===== src/rtl/adc_trio_pkg.sv =====
`timescale 1ns/1ps
package adc_trio_pkg;
  localparam int FRAME_W = 24;
  localparam int DATA_W  = 32;
  localparam int CH_W    = 16;
  localparam int CNT_W   = 6;

  typedef enum logic [3:0] {
    S_IDLE, S_CFG, S_CFG_GAP, S_READY, S_RD, S_RD_GAP, S_CONV, S_BUSYW, S_DATA
  } ctlState_t;

  typedef struct packed {
    logic               load;
    logic [FRAME_W-1:0] txWord;
    logic [CNT_W-1:0]   nBits;
    logic               rdLatch;
    logic [1:0]         rdSel;
    logic               chLatch;
    logic               abort;
  } ctlStrobe_t;
endpackage


===== src/rtl/adc_trio_dp.sv =====
`timescale 1ns/1ps
module adc_trio_dp
  import adc_trio_pkg::*;
#(
  parameter int NUM_ADC = 3
) (
  input  logic                          clk,
  input  logic                          rstN,
  input  ctlStrobe_t                    strb,
  input  logic [NUM_ADC-1:0]            doutA,
  input  logic [NUM_ADC-1:0]            doutB,
  output logic                          sclk,
  output logic                          sdo,
  output logic                          engActive,
  output logic [CH_W-1:0]               rdData,
  output logic [NUM_ADC*4*CH_W-1:0]     chanData,
  output logic                          chanValid
);
  localparam int ADC_W = 4 * CH_W;

  logic [1:0]         phase;
  logic [CNT_W-1:0]   bitsLeft;
  logic [FRAME_W-1:0] txSh;
  logic               sampleNow;
  logic [CH_W-1:0]    rdLow [NUM_ADC];
  logic [CH_W-1:0]    rdPick;

  assign sdo       = txSh[FRAME_W-1];
  assign sampleNow = engActive && (phase == 2'd1) && !strb.abort;

  // Bit engine: four system cycles per bit, low half then high half.
  always_ff @(posedge clk or negedge rstN) begin
    if (!rstN) begin
      phase     <= '0;
      bitsLeft  <= '0;
      txSh      <= '0;
      engActive <= 1'b0;
      sclk      <= 1'b0;
    end else if (strb.abort) begin
      engActive <= 1'b0;
      sclk      <= 1'b0;
      phase     <= '0;
      txSh      <= '0;
    end else if (strb.load) begin
      txSh      <= strb.txWord;
      bitsLeft  <= strb.nBits;
      engActive <= 1'b1;
      phase     <= '0;
      sclk      <= 1'b0;
    end else if (engActive) begin
      phase <= phase + 2'd1;
      if (phase == 2'd1) sclk <= 1'b1;
      if (phase == 2'd3) begin
        sclk     <= 1'b0;
        txSh     <= {txSh[FRAME_W-2:0], 1'b0};
        bitsLeft <= bitsLeft - CNT_W'(1);
        if (bitsLeft == CNT_W'(1)) engActive <= 1'b0;
      end
    end
  end

  for (genvar k = 0; k < NUM_ADC; k++) begin : g_adc
    logic [DATA_W-1:0] rxA;
    logic [DATA_W-1:0] rxB;
    logic [ADC_W-1:0]  chanReg;

    always_ff @(posedge clk or negedge rstN) begin
      if (!rstN) begin
        rxA <= '0;
        rxB <= '0;
      end else if (sampleNow) begin
        rxA <= {rxA[DATA_W-2:0], doutA[k]};
        rxB <= {rxB[DATA_W-2:0], doutB[k]};
      end
    end

    always_ff @(posedge clk or negedge rstN) begin
      if (!rstN) chanReg <= '0;
      else if (strb.chLatch)
        chanReg <= {rxB[CH_W-1:0], rxB[DATA_W-1:CH_W], rxA[CH_W-1:0], rxA[DATA_W-1:CH_W]};
    end

    assign rdLow[k] = rxA[CH_W-1:0];
    assign chanData[k*ADC_W +: ADC_W] = chanReg;
  end

  always_comb begin
    rdPick = '0;
    for (int k = 0; k < NUM_ADC; k++)
      if (strb.rdSel == 2'(k)) rdPick = rdLow[k];
  end

  always_ff @(posedge clk or negedge rstN) begin
    if (!rstN) begin
      rdData    <= '0;
      chanValid <= 1'b0;
    end else begin
      chanValid <= strb.chLatch;
      if (strb.rdLatch) rdData <= rdPick;
    end
  end

  AST_VALID_PULSE: assert property (@(posedge clk) disable iff (!rstN)
    chanValid |=> !chanValid);
  AST_SCLK_HIGH_TWO: assert property (@(posedge clk) disable iff (!rstN)
    ($rose(sclk) && !strb.abort) |=> sclk);
endmodule


===== src/rtl/adc_trio_ctl.sv =====
`timescale 1ns/1ps
module adc_trio_ctl
  import adc_trio_pkg::*;
#(
  parameter int                     NUM_ADC   = 3,
  parameter int                     NUM_CFG   = 4,
  parameter logic [NUM_CFG*24-1:0]  CFG_IMAGE = '0
) (
  input  logic               clk,
  input  logic               rstN,
  input  logic               enable,
  input  logic               startCmd,
  input  logic               trigSel,
  input  logic               userPulse,
  input  logic               timingPulse,
  input  logic               rdReq,
  input  logic [1:0]         rdAdc,
  input  logic [6:0]         rdAddr,
  input  logic [NUM_ADC-1:0] busy,
  input  logic               engActive,
  output ctlStrobe_t         strb,
  output logic [NUM_ADC-1:0] csN,
  output logic               convst,
  output logic               initDone,
  output logic               rdDone
);
  localparam int WIDX = (NUM_CFG > 1) ? $clog2(NUM_CFG) : 1;

  ctlState_t         state;
  logic              enPrev;
  logic [1:0]        adcIdx;
  logic [WIDX-1:0]   wordIdx;
  logic              armed;
  logic [1:0]        guard;
  logic [1:0]        rdAdcR;

  logic              lastWord, lastAdc, trig, anyBusy, engDone, rdOk;
  logic [1:0]        nAdc;
  logic [WIDX-1:0]   nWord;
  logic [FRAME_W-1:0] nCfg;

  always_comb begin
    lastWord = (wordIdx == WIDX'(NUM_CFG-1));
    lastAdc  = (adcIdx == 2'(NUM_ADC-1));
    nAdc     = lastWord ? adcIdx + 2'd1 : adcIdx;
    nWord    = lastWord ? '0 : wordIdx + WIDX'(1);
    nCfg     = {1'b0, CFG_IMAGE[nWord*FRAME_W +: FRAME_W-1]};
    trig     = trigSel ? timingPulse : userPulse;
    anyBusy  = |busy;
    engDone  = !strb.load && !engActive;
    rdOk     = (rdAdc <= 2'(NUM_ADC-1));
  end

  always_ff @(posedge clk or negedge rstN) begin
    if (!rstN) begin
      state    <= S_IDLE;
      enPrev   <= 1'b0;
      adcIdx   <= '0;
      wordIdx  <= '0;
      armed    <= 1'b0;
      guard    <= '0;
      rdAdcR   <= '0;
      csN      <= '1;
      convst   <= 1'b0;
      initDone <= 1'b0;
      rdDone   <= 1'b0;
      strb     <= '0;
    end else begin
      enPrev       <= enable;
      convst       <= 1'b0;
      strb.load    <= 1'b0;
      strb.rdLatch <= 1'b0;
      strb.chLatch <= 1'b0;
      strb.abort   <= 1'b0;
      if (!enable) begin
        state      <= S_IDLE;
        csN        <= '1;
        initDone   <= 1'b0;
        armed      <= 1'b0;
        strb.abort <= 1'b1;
      end else begin
        case (state)
          S_IDLE: if (!enPrev) begin
            adcIdx      <= '0;
            wordIdx     <= '0;
            csN         <= ~NUM_ADC'(1);
            strb.load   <= 1'b1;
            strb.txWord <= {1'b0, CFG_IMAGE[FRAME_W-2:0]};
            strb.nBits  <= CNT_W'(FRAME_W);
            state       <= S_CFG;
          end
          S_CFG: if (engDone) begin
            csN   <= '1;
            state <= S_CFG_GAP;
          end
          S_CFG_GAP: begin
            if (lastWord && lastAdc) begin
              initDone <= 1'b1;
              state    <= S_READY;
            end else begin
              adcIdx      <= nAdc;
              wordIdx     <= nWord;
              csN         <= ~(NUM_ADC'(1) << nAdc);
              strb.load   <= 1'b1;
              strb.txWord <= nCfg;
              strb.nBits  <= CNT_W'(FRAME_W);
              state       <= S_CFG;
            end
          end
          S_READY: begin
            if (rdReq && rdOk) begin
              rdDone      <= 1'b0;
              rdAdcR      <= rdAdc;
              csN         <= ~(NUM_ADC'(1) << rdAdc);
              strb.load   <= 1'b1;
              strb.txWord <= {1'b1, rdAddr, 16'h0000};
              strb.nBits  <= CNT_W'(FRAME_W);
              state       <= S_RD;
            end else if (startCmd) begin
              armed <= 1'b1;
            end else if (armed && trig && !anyBusy) begin
              convst <= 1'b1;
              state  <= S_CONV;
            end
          end
          S_RD: if (engDone) begin
            csN          <= '1;
            strb.rdLatch <= 1'b1;
            strb.rdSel   <= rdAdcR;
            state        <= S_RD_GAP;
          end
          S_RD_GAP: begin
            rdDone <= 1'b1;
            state  <= S_READY;
          end
          S_CONV: begin
            guard <= 2'd2;
            state <= S_BUSYW;
          end
          S_BUSYW: begin
            if (guard != 2'd0) guard <= guard - 2'd1;
            else if (!anyBusy) begin
              csN         <= '0;
              strb.load   <= 1'b1;
              strb.txWord <= '0;
              strb.nBits  <= CNT_W'(DATA_W);
              state       <= S_DATA;
            end
          end
          S_DATA: if (engDone) begin
            csN          <= '1;
            strb.chLatch <= 1'b1;
            state        <= S_READY;
          end
          default: state <= S_IDLE;
        endcase
      end
    end
  end

  AST_SHARED_SELECT: assert property (@(posedge clk) disable iff (!rstN)
    ($countones(~csN) <= 1) || (csN == '0));
  AST_CONVST_NEEDS_INIT: assert property (@(posedge clk) disable iff (!rstN)
    convst |-> initDone);
  AST_NO_TRIG_BUSY: assert property (@(posedge clk) disable iff (!rstN)
    anyBusy |=> !convst);
  AST_ABORT_CLEARS: assert property (@(posedge clk) disable iff (!rstN)
    !enable |=> (csN == '1) && !initDone);
endmodule


===== src/rtl/adc_trio_ctrl.sv =====
`timescale 1ns/1ps
module adc_trio_ctrl
  import adc_trio_pkg::*;
#(
  parameter int                    NUM_ADC   = 3,
  parameter int                    NUM_CFG   = 4,
  parameter logic [NUM_CFG*24-1:0] CFG_IMAGE = 96'h83C3A5_0200F0_018001_000A5C
) (
  input  logic                      clk,
  input  logic                      rstN,
  input  logic                      enable,
  input  logic                      startCmd,
  input  logic                      trigSel,
  input  logic                      userPulse,
  input  logic                      timingPulse,
  input  logic                      rdReq,
  input  logic [1:0]                rdAdc,
  input  logic [6:0]                rdAddr,
  output logic [15:0]               rdData,
  output logic                      rdDone,
  output logic                      sclk,
  output logic                      sdo,
  output logic [NUM_ADC-1:0]        csN,
  output logic                      convst,
  input  logic [NUM_ADC-1:0]        busy,
  input  logic [NUM_ADC-1:0]        doutA,
  input  logic [NUM_ADC-1:0]        doutB,
  output logic [NUM_ADC*64-1:0]     chanData,
  output logic                      chanValid,
  output logic                      initDone
);
  ctlStrobe_t strb;
  logic       engActive;

  adc_trio_ctl #(.NUM_ADC(NUM_ADC), .NUM_CFG(NUM_CFG), .CFG_IMAGE(CFG_IMAGE)) u_ctl (
    .clk(clk), .rstN(rstN), .enable(enable), .startCmd(startCmd),
    .trigSel(trigSel), .userPulse(userPulse), .timingPulse(timingPulse),
    .rdReq(rdReq), .rdAdc(rdAdc), .rdAddr(rdAddr), .busy(busy),
    .engActive(engActive), .strb(strb), .csN(csN), .convst(convst),
    .initDone(initDone), .rdDone(rdDone)
  );

  adc_trio_dp #(.NUM_ADC(NUM_ADC)) u_dp (
    .clk(clk), .rstN(rstN), .strb(strb), .doutA(doutA), .doutB(doutB),
    .sclk(sclk), .sdo(sdo), .engActive(engActive), .rdData(rdData),
    .chanData(chanData), .chanValid(chanValid)
  );
endmodule


===== config.mk =====
export PLATFORM = sky130hd
export DESIGN_NAME = adc_trio_ctrl
export DESIGN_NICKNAME = d
export VERILOG_FILES = /design/src/rtl/adc_trio_pkg.sv /design/src/rtl/adc_trio_dp.sv /design/src/rtl/adc_trio_ctl.sv /design/src/rtl/adc_trio_ctrl.sv
export SDC_FILE = /design/constraint.sdc
export NUM_CORES = 1
export LEC_CHECK = 0
export BUFFER_PORTS_ARGS = -buffer_cell sky130_fd_sc_hd__buf_2
export CORE_ASPECT_RATIO = 1.1
export CORE_MARGIN = 2
export CORE_UTILIZATION = 31
export CTS_CLUSTER_SIZE = 14
export DETAILED_ROUTE_END_ITERATION = 10
export GPL_ROUTABILITY_DRIVEN = 0
export HOLD_SLACK_MARGIN = 0.06
export PLACE_DENSITY = 0.55
export SETUP_SLACK_MARGIN = 0.2
export SYNTH_ARGS = -nofsm -noshare
export SYNTH_HDL_FRONTEND = slang
export SYNTH_SLANG_ARGS = --single-unit

===== constraint.sdc =====
create_clock -name clk -period 1.95 [get_ports clk]
set_input_delay 0 -clock clk [delete_from_list [all_inputs] [get_ports clk]]
set_output_delay 0 -clock clk [all_outputs]
set_load 0.05 [all_outputs]

# After elaboration in Yosys (flattened, before gate mapping)
# Cells that the tools add are included.
# totals
ff_bits	491
output_inout_bits	217
elab_cells	202
# op_classes
n_addsub	5
multipliers	1
n_lt_le_gt_ge	1
n_eq_ne	38
n_shift	3
n_mux	79
bitwise_logic	3
n_reduce_logical	38
# ops
op	count
two-way mux 31 bit	5
one-hot mux 31 bit (4 select lines)	1
two-way mux 24 bit	4
variable part select 96 x 8 -> 23 bit (first input constant)	1
two-way mux 16 bit	3
two-way mux 4 bit	10
one-hot mux 4 bit (9 select lines)	1
two-way mux 35 bit	1
two-way mux 1 bit	27
two-way mux 3 bit	9
two-way mux 2 bit	10
two-way mux 6 bit	3
AND reduction 3 bit	6
equality test 4 x 3 -> 1 bit (second input constant)	4
inequality test 3 x 2 -> 1 bit (second input constant)	5
one-hot mux 3 bit (5 select lines)	1
AND reduction 7 bit	2
inequality test 2 x 1 -> 1 bit (second input constant)	6
inequality test 3 bit (second input constant)	4
one-hot mux 2 bit (2 select lines)	3
nonzero test 2 bit	6
inequality test 2 bit (second input constant)	5
equality test 2 bit (second input constant)	4
equality test 4 x 2 -> 1 bit (second input constant)	2
other kinds (26)	45

# Depth between registers and ports, before layout
# depth
depth_word	8
mapped_depth	8
depth_no_buf	7

# Hierarchy
# Synthesis repeated with hierarchy kept, for this count alone.
# unflattened
cells_unflattened	1318
area_unflattened_um2	19396.1
# modules_own_cells
mod	instances	cells_each	area_each_um2
adc_trio_dp	1	1090	17112.7
adc_trio_ctl	1	228	2283.4

# Worst setup path before layout
# Ideal clock, no wire load.
# synth_path
kind	reg-to-reg
startpoint	register u_ctl.guard[0]
endpoint	register u_ctl.state[2]
setup_ns	0.078
t_arrival_ns	1.805
required_time_ns	1.872
path_slack_ns	0.067
path_stages_with_launch	8
synth_period_minus_slack_ns	1.883
path_cell_list	dfrtp_1 -> inv_1 -> ha_1 -> or4b_1 -> a2bb2oi_2 -> o221ai_2 -> or3_1 -> a21oi_1
# synth_via
elab_chain_cells	3
# synth_lines
element	line_no	rtl
from (decl)	adc_trio_ctl.sv:34	logic [1:0] guard;
from (signal assigned)	adc_trio_ctl.sv:141	if (guard != 2'd0) guard <= guard - 2'd1;
nonzero test 2 bit	adc_trio_ctl.sv:141	
inequality test 3 bit (no source line)	-	
AND reduction 8 bit (no source line)	-	
to (signal assigned)	adc_trio_ctl.sv:138	state <= S_BUSYW;
to (signal assigned)	adc_trio_ctl.sv:147	state <= S_DATA;
to (signal assigned)	adc_trio_ctl.sv:153	state <= S_READY;
to (decl)	adc_trio_ctl.sv:29	ctlState_t state;
# Every way passes these cells.
# A chain may end at the register's enable or synchronous reset.

# Worst setup path in the final report
# Ends and elaborated chain as after synthesis.

==> results.json <==
{
  "portBuffers": 242,
  "setup_viol": 10,
  "drcViolationCount": 0,
  "p_per_area_mw_per_mm2": 1020,
  "relSlewSlack_pct": 51.9,
  "timing.final.crit_share_pct": 102,
  "ys_warn_count": 0,
  "worst_pin_slew_ps": 712,
  "cts_tree": "done",
  "antenna_found_initial": 0,
  "fillers": 5518,
  "grt_pass1_wl_mm": 73.8,
  "rows": 94,
  "post_dp_cell_area_mm2": 0.0215,
  "p_seq_share_pct": 43.3,
  "synth_fp_nets": 1366,
  "track_usage_pct": 14.9,
  "critPathRequiredTime_ps": 2450,
  "fmax_ghz": 0.502,
  "cts_htree_levels": 2,
  "crit_arrival_ps": 2490,
  "ys_ff_latch": 477,
  "synth_ff_type": "dfrtp_1",
  "num_vias": 12100,
  "synthArstFlopShare_pct": 100,
  "start_util_pct": 31.5,
  "drt.antenna.violating_nets": 0,
  "cts_root_buf": "clkbuf_16",
  "p_int_uw": 18500,
  "synth_edf_count": 0,
  "ys_seq_area_share_pct": 63.2,
  "overflow": 0,
  "clk_pin_slew_worst_paths_ps": 60,
  "dpl.hpwl_mm": 29.9,
  "routed_wl_mm": 48.4,
  "worstSetupPathType": "reg -> reg",
  "die-area_mm2": 0.0629,
  "rsz0062_at_grt": "true",
  "max-cap-violations": 0,
  "crit_path_end_kind": "register",
  "yosysUniqueCellTypes": 64,
  "die_y_um": 263,
  "clk_path_buf_depth": 3,
  "syn_to_final_growth_pct": 34.9,
  "status": "finished, violations left",
  "worst_slack_ps": -40.5,
  "die_x_um": 239,
  "fin_area_mm2": 0.0255,
  "syn_avg_cell_area_um2": 14.2,
  "drt_iter0_markers": 548,
  "p_leak_uw": 0.0135,
  "grt_max_degree": 69,
  "finalClockSkew_ps": 13.7,
  "syn_area_mm2": 0.0189,
  "grt_pass1_vias": 12600,
  "path_max_fanout": 5,
  "p_sw_share_pct": 28.5,
  "hold_path.class": "in -> reg",
  "final_nets": 1747,
  "clk_latency_ps": 580,
  "power_uw": 25900,
  "vdd_drop_max_v": 0.000892,
  "timing_hold_violations_final": 0,
  "pin_count": 243,
  "postSynthCellCount": 1331,
  "post_drt_via_cell_ratio": 4.78,
  "numCtsBuffers": 52,
  "startpoint_type": "register",
  "reg2reg_slack_ps": -40,
  "antennaDiodeCount": 0,
  "switchingPower_uw": 7390,
  "routedWlPerCell_um": 19.2,
  "violations": "negative setup slack",
  "drive_above_1_share_pct": 51.0,
  "p_comb_share_pct": 18.1,
  "drt_pass1_iterations": 4,
  "layout_min_cycle_time_ps": 1990,
  "coreArea_mm2": 0.0600,
  "power.share.clock_pct": 38.6,
  "slew_violations": 0,
  "clock-sinks": 477
}
registers in the layout, summed over array words and instances, names as in the netlist, 3 cells and up:
signal	count
u_dp.g_adc.rxB	96
u_ctl.csN	3
u_ctl.state	4
u_dp.txSh	24
u_dp.g_adc.rxA	96
u_dp.bitsLeft	6
u_ctl.strb	22
u_dp.g_adc.chanReg	192
u_dp.rdData	16
cell families (layout without fill, tap and decap cells):
| family | after synthesis | after routing | synth area share (%) |
|---|---|---|---|
| buffers and inverters | 100 | 522 | 2.23 |
| and+or+nand+nor | 188 | 188 | 4.52 |
| DFF | 477 | 477 | 63.2 |
| muxes | 410 | 410 | 24.3 |
| xor gates and xnor gates | 2 | 2 | 0.0928 |
| AOI/OAI and AO/OA | 144 | 144 | 4.96 |
| adders and majority gates | 10 | 10 | 0.649 |
worst paths after layout:
check / from / to / cells past startpoint
min in group asynchronous: rstN / u_dp.g_adc[2].rxB[20] / 3
setup reg to reg: u_ctl.guard[0] / u_ctl.state[2] / 7
setup / recovery: u_ctl.guard[0] / u_ctl.state[2] / 7
hold reg to reg: u_ctl.rdAdcR[1] / u_ctl.rdAdcR[1] / 2
max in group asynchronous: rstN / u_dp.g_adc[1].chanReg[53] / 4
hold / removal: rdAddr[4] / u_ctl.strb[31] / 3
cell usage after synthesis (all sizes together), types with 4 or more instances:
cell type    n  area [um2]
a211oi       7        57.6
a21o         7        52.6
a21oi       71         367
a22o         6        52.6
a31oi       11        68.8
and3         7        48.8
buf         26         144
clkbuf      51         191
dfrtp      474       11900
ha           9         113
inv         22        82.6
mux2       388        4370
mux2i       22         220
nand2       79         297
nand3        4        20.0
nor2        62         240
nor2b        4        25.0
nor3        14        70.1
o21ai       17        85.1
final cells by class:
cell class | count | area [um2] | share of cell area (%)
clock buffers | 75 | 1490 | 5.85
clock inverters | 20 | 246 | 0.968
inverters | 23 | 86.3 | 0.339
multi-input cells | 754 | 7370 | 28.9
flip-flops and latches | 477 | 11900 | 46.9
well taps | 768 | 961 | 3.77
repair buffers | 404 | 3360 | 13.2
metrics by stage:
| step | utilization [%] | setup slack (ps) | hold slack (ps) | std cells | TNS (ps) |
|---|---|---|---|---|---|
| after floorplan | - | 67.9 | -296 | 1331 | 0 |
| after global placement | 35.9 | 17.5 | -23.1 | 2338 | 0 |
| after global routing | 42.5 | -89.8 | 170 | 2521 | -808 |
| after CTS | 40.9 | -29.2 | 129 | 2489 | -162 |
| final | 42.5 | -40.5 | 172 | 2521 | -210 |
| after detailed placement | 35.9 | -82.0 | -15.5 | 2338 | -218 |
critical path, stage by stage (launching register included):
cell,delay (ps)
dfrtp_1,380
inv_1,60
ha_2,170
or4b_4,480
a2bb2oi_4,190
o221ai_4,150
or3_1,360
a21oi_2,130
layout by cell type, fill, tap and decap left out, drive strengths merged, types with 9 or more instances in the layout:
master	n
nor3	14
mux2	388
nand2	79
buf	368
a31oi	11
dfrtp	474
clkbuf	85
clkinv	10
a21oi	71
ha	9
nor2	62
dlygate4sd3	26
inv	24
o21ai	17
mux2i	22
what timing repair did:
action                     4_1_cts  5_1_grt
hold endpoints to repair       515        0
setup buffers                   20       18
pin swaps                        3       16
cloned                          10       14
gates resized for setup        143      131
setup endpoints to repair      103      219
hold buffers                    26        0
per-layer routing:
metal  routed length [um]  vias to the layer above  GRT usage (%)
li1                     -                     5471              -
met1                21200                     6264           19.5
met2                23000                      255           24.1
met3                 3260                       63           4.32
met4                  966                        0           3.73
met5                    0                        -              0
power groups by stage:
stage	combinational, uW	clock (uW)	sequential (uW)
5_1_grt	5080	10700	11300
2_1_floorplan	2000	0	11800
3_5_place_dp	3930	0	11300
6_report	4690	10000	11200
3_3_place_gp	3850	0	11300
4_1_cts	4280	10300	11200
Power figures use the tool's default switching activity.
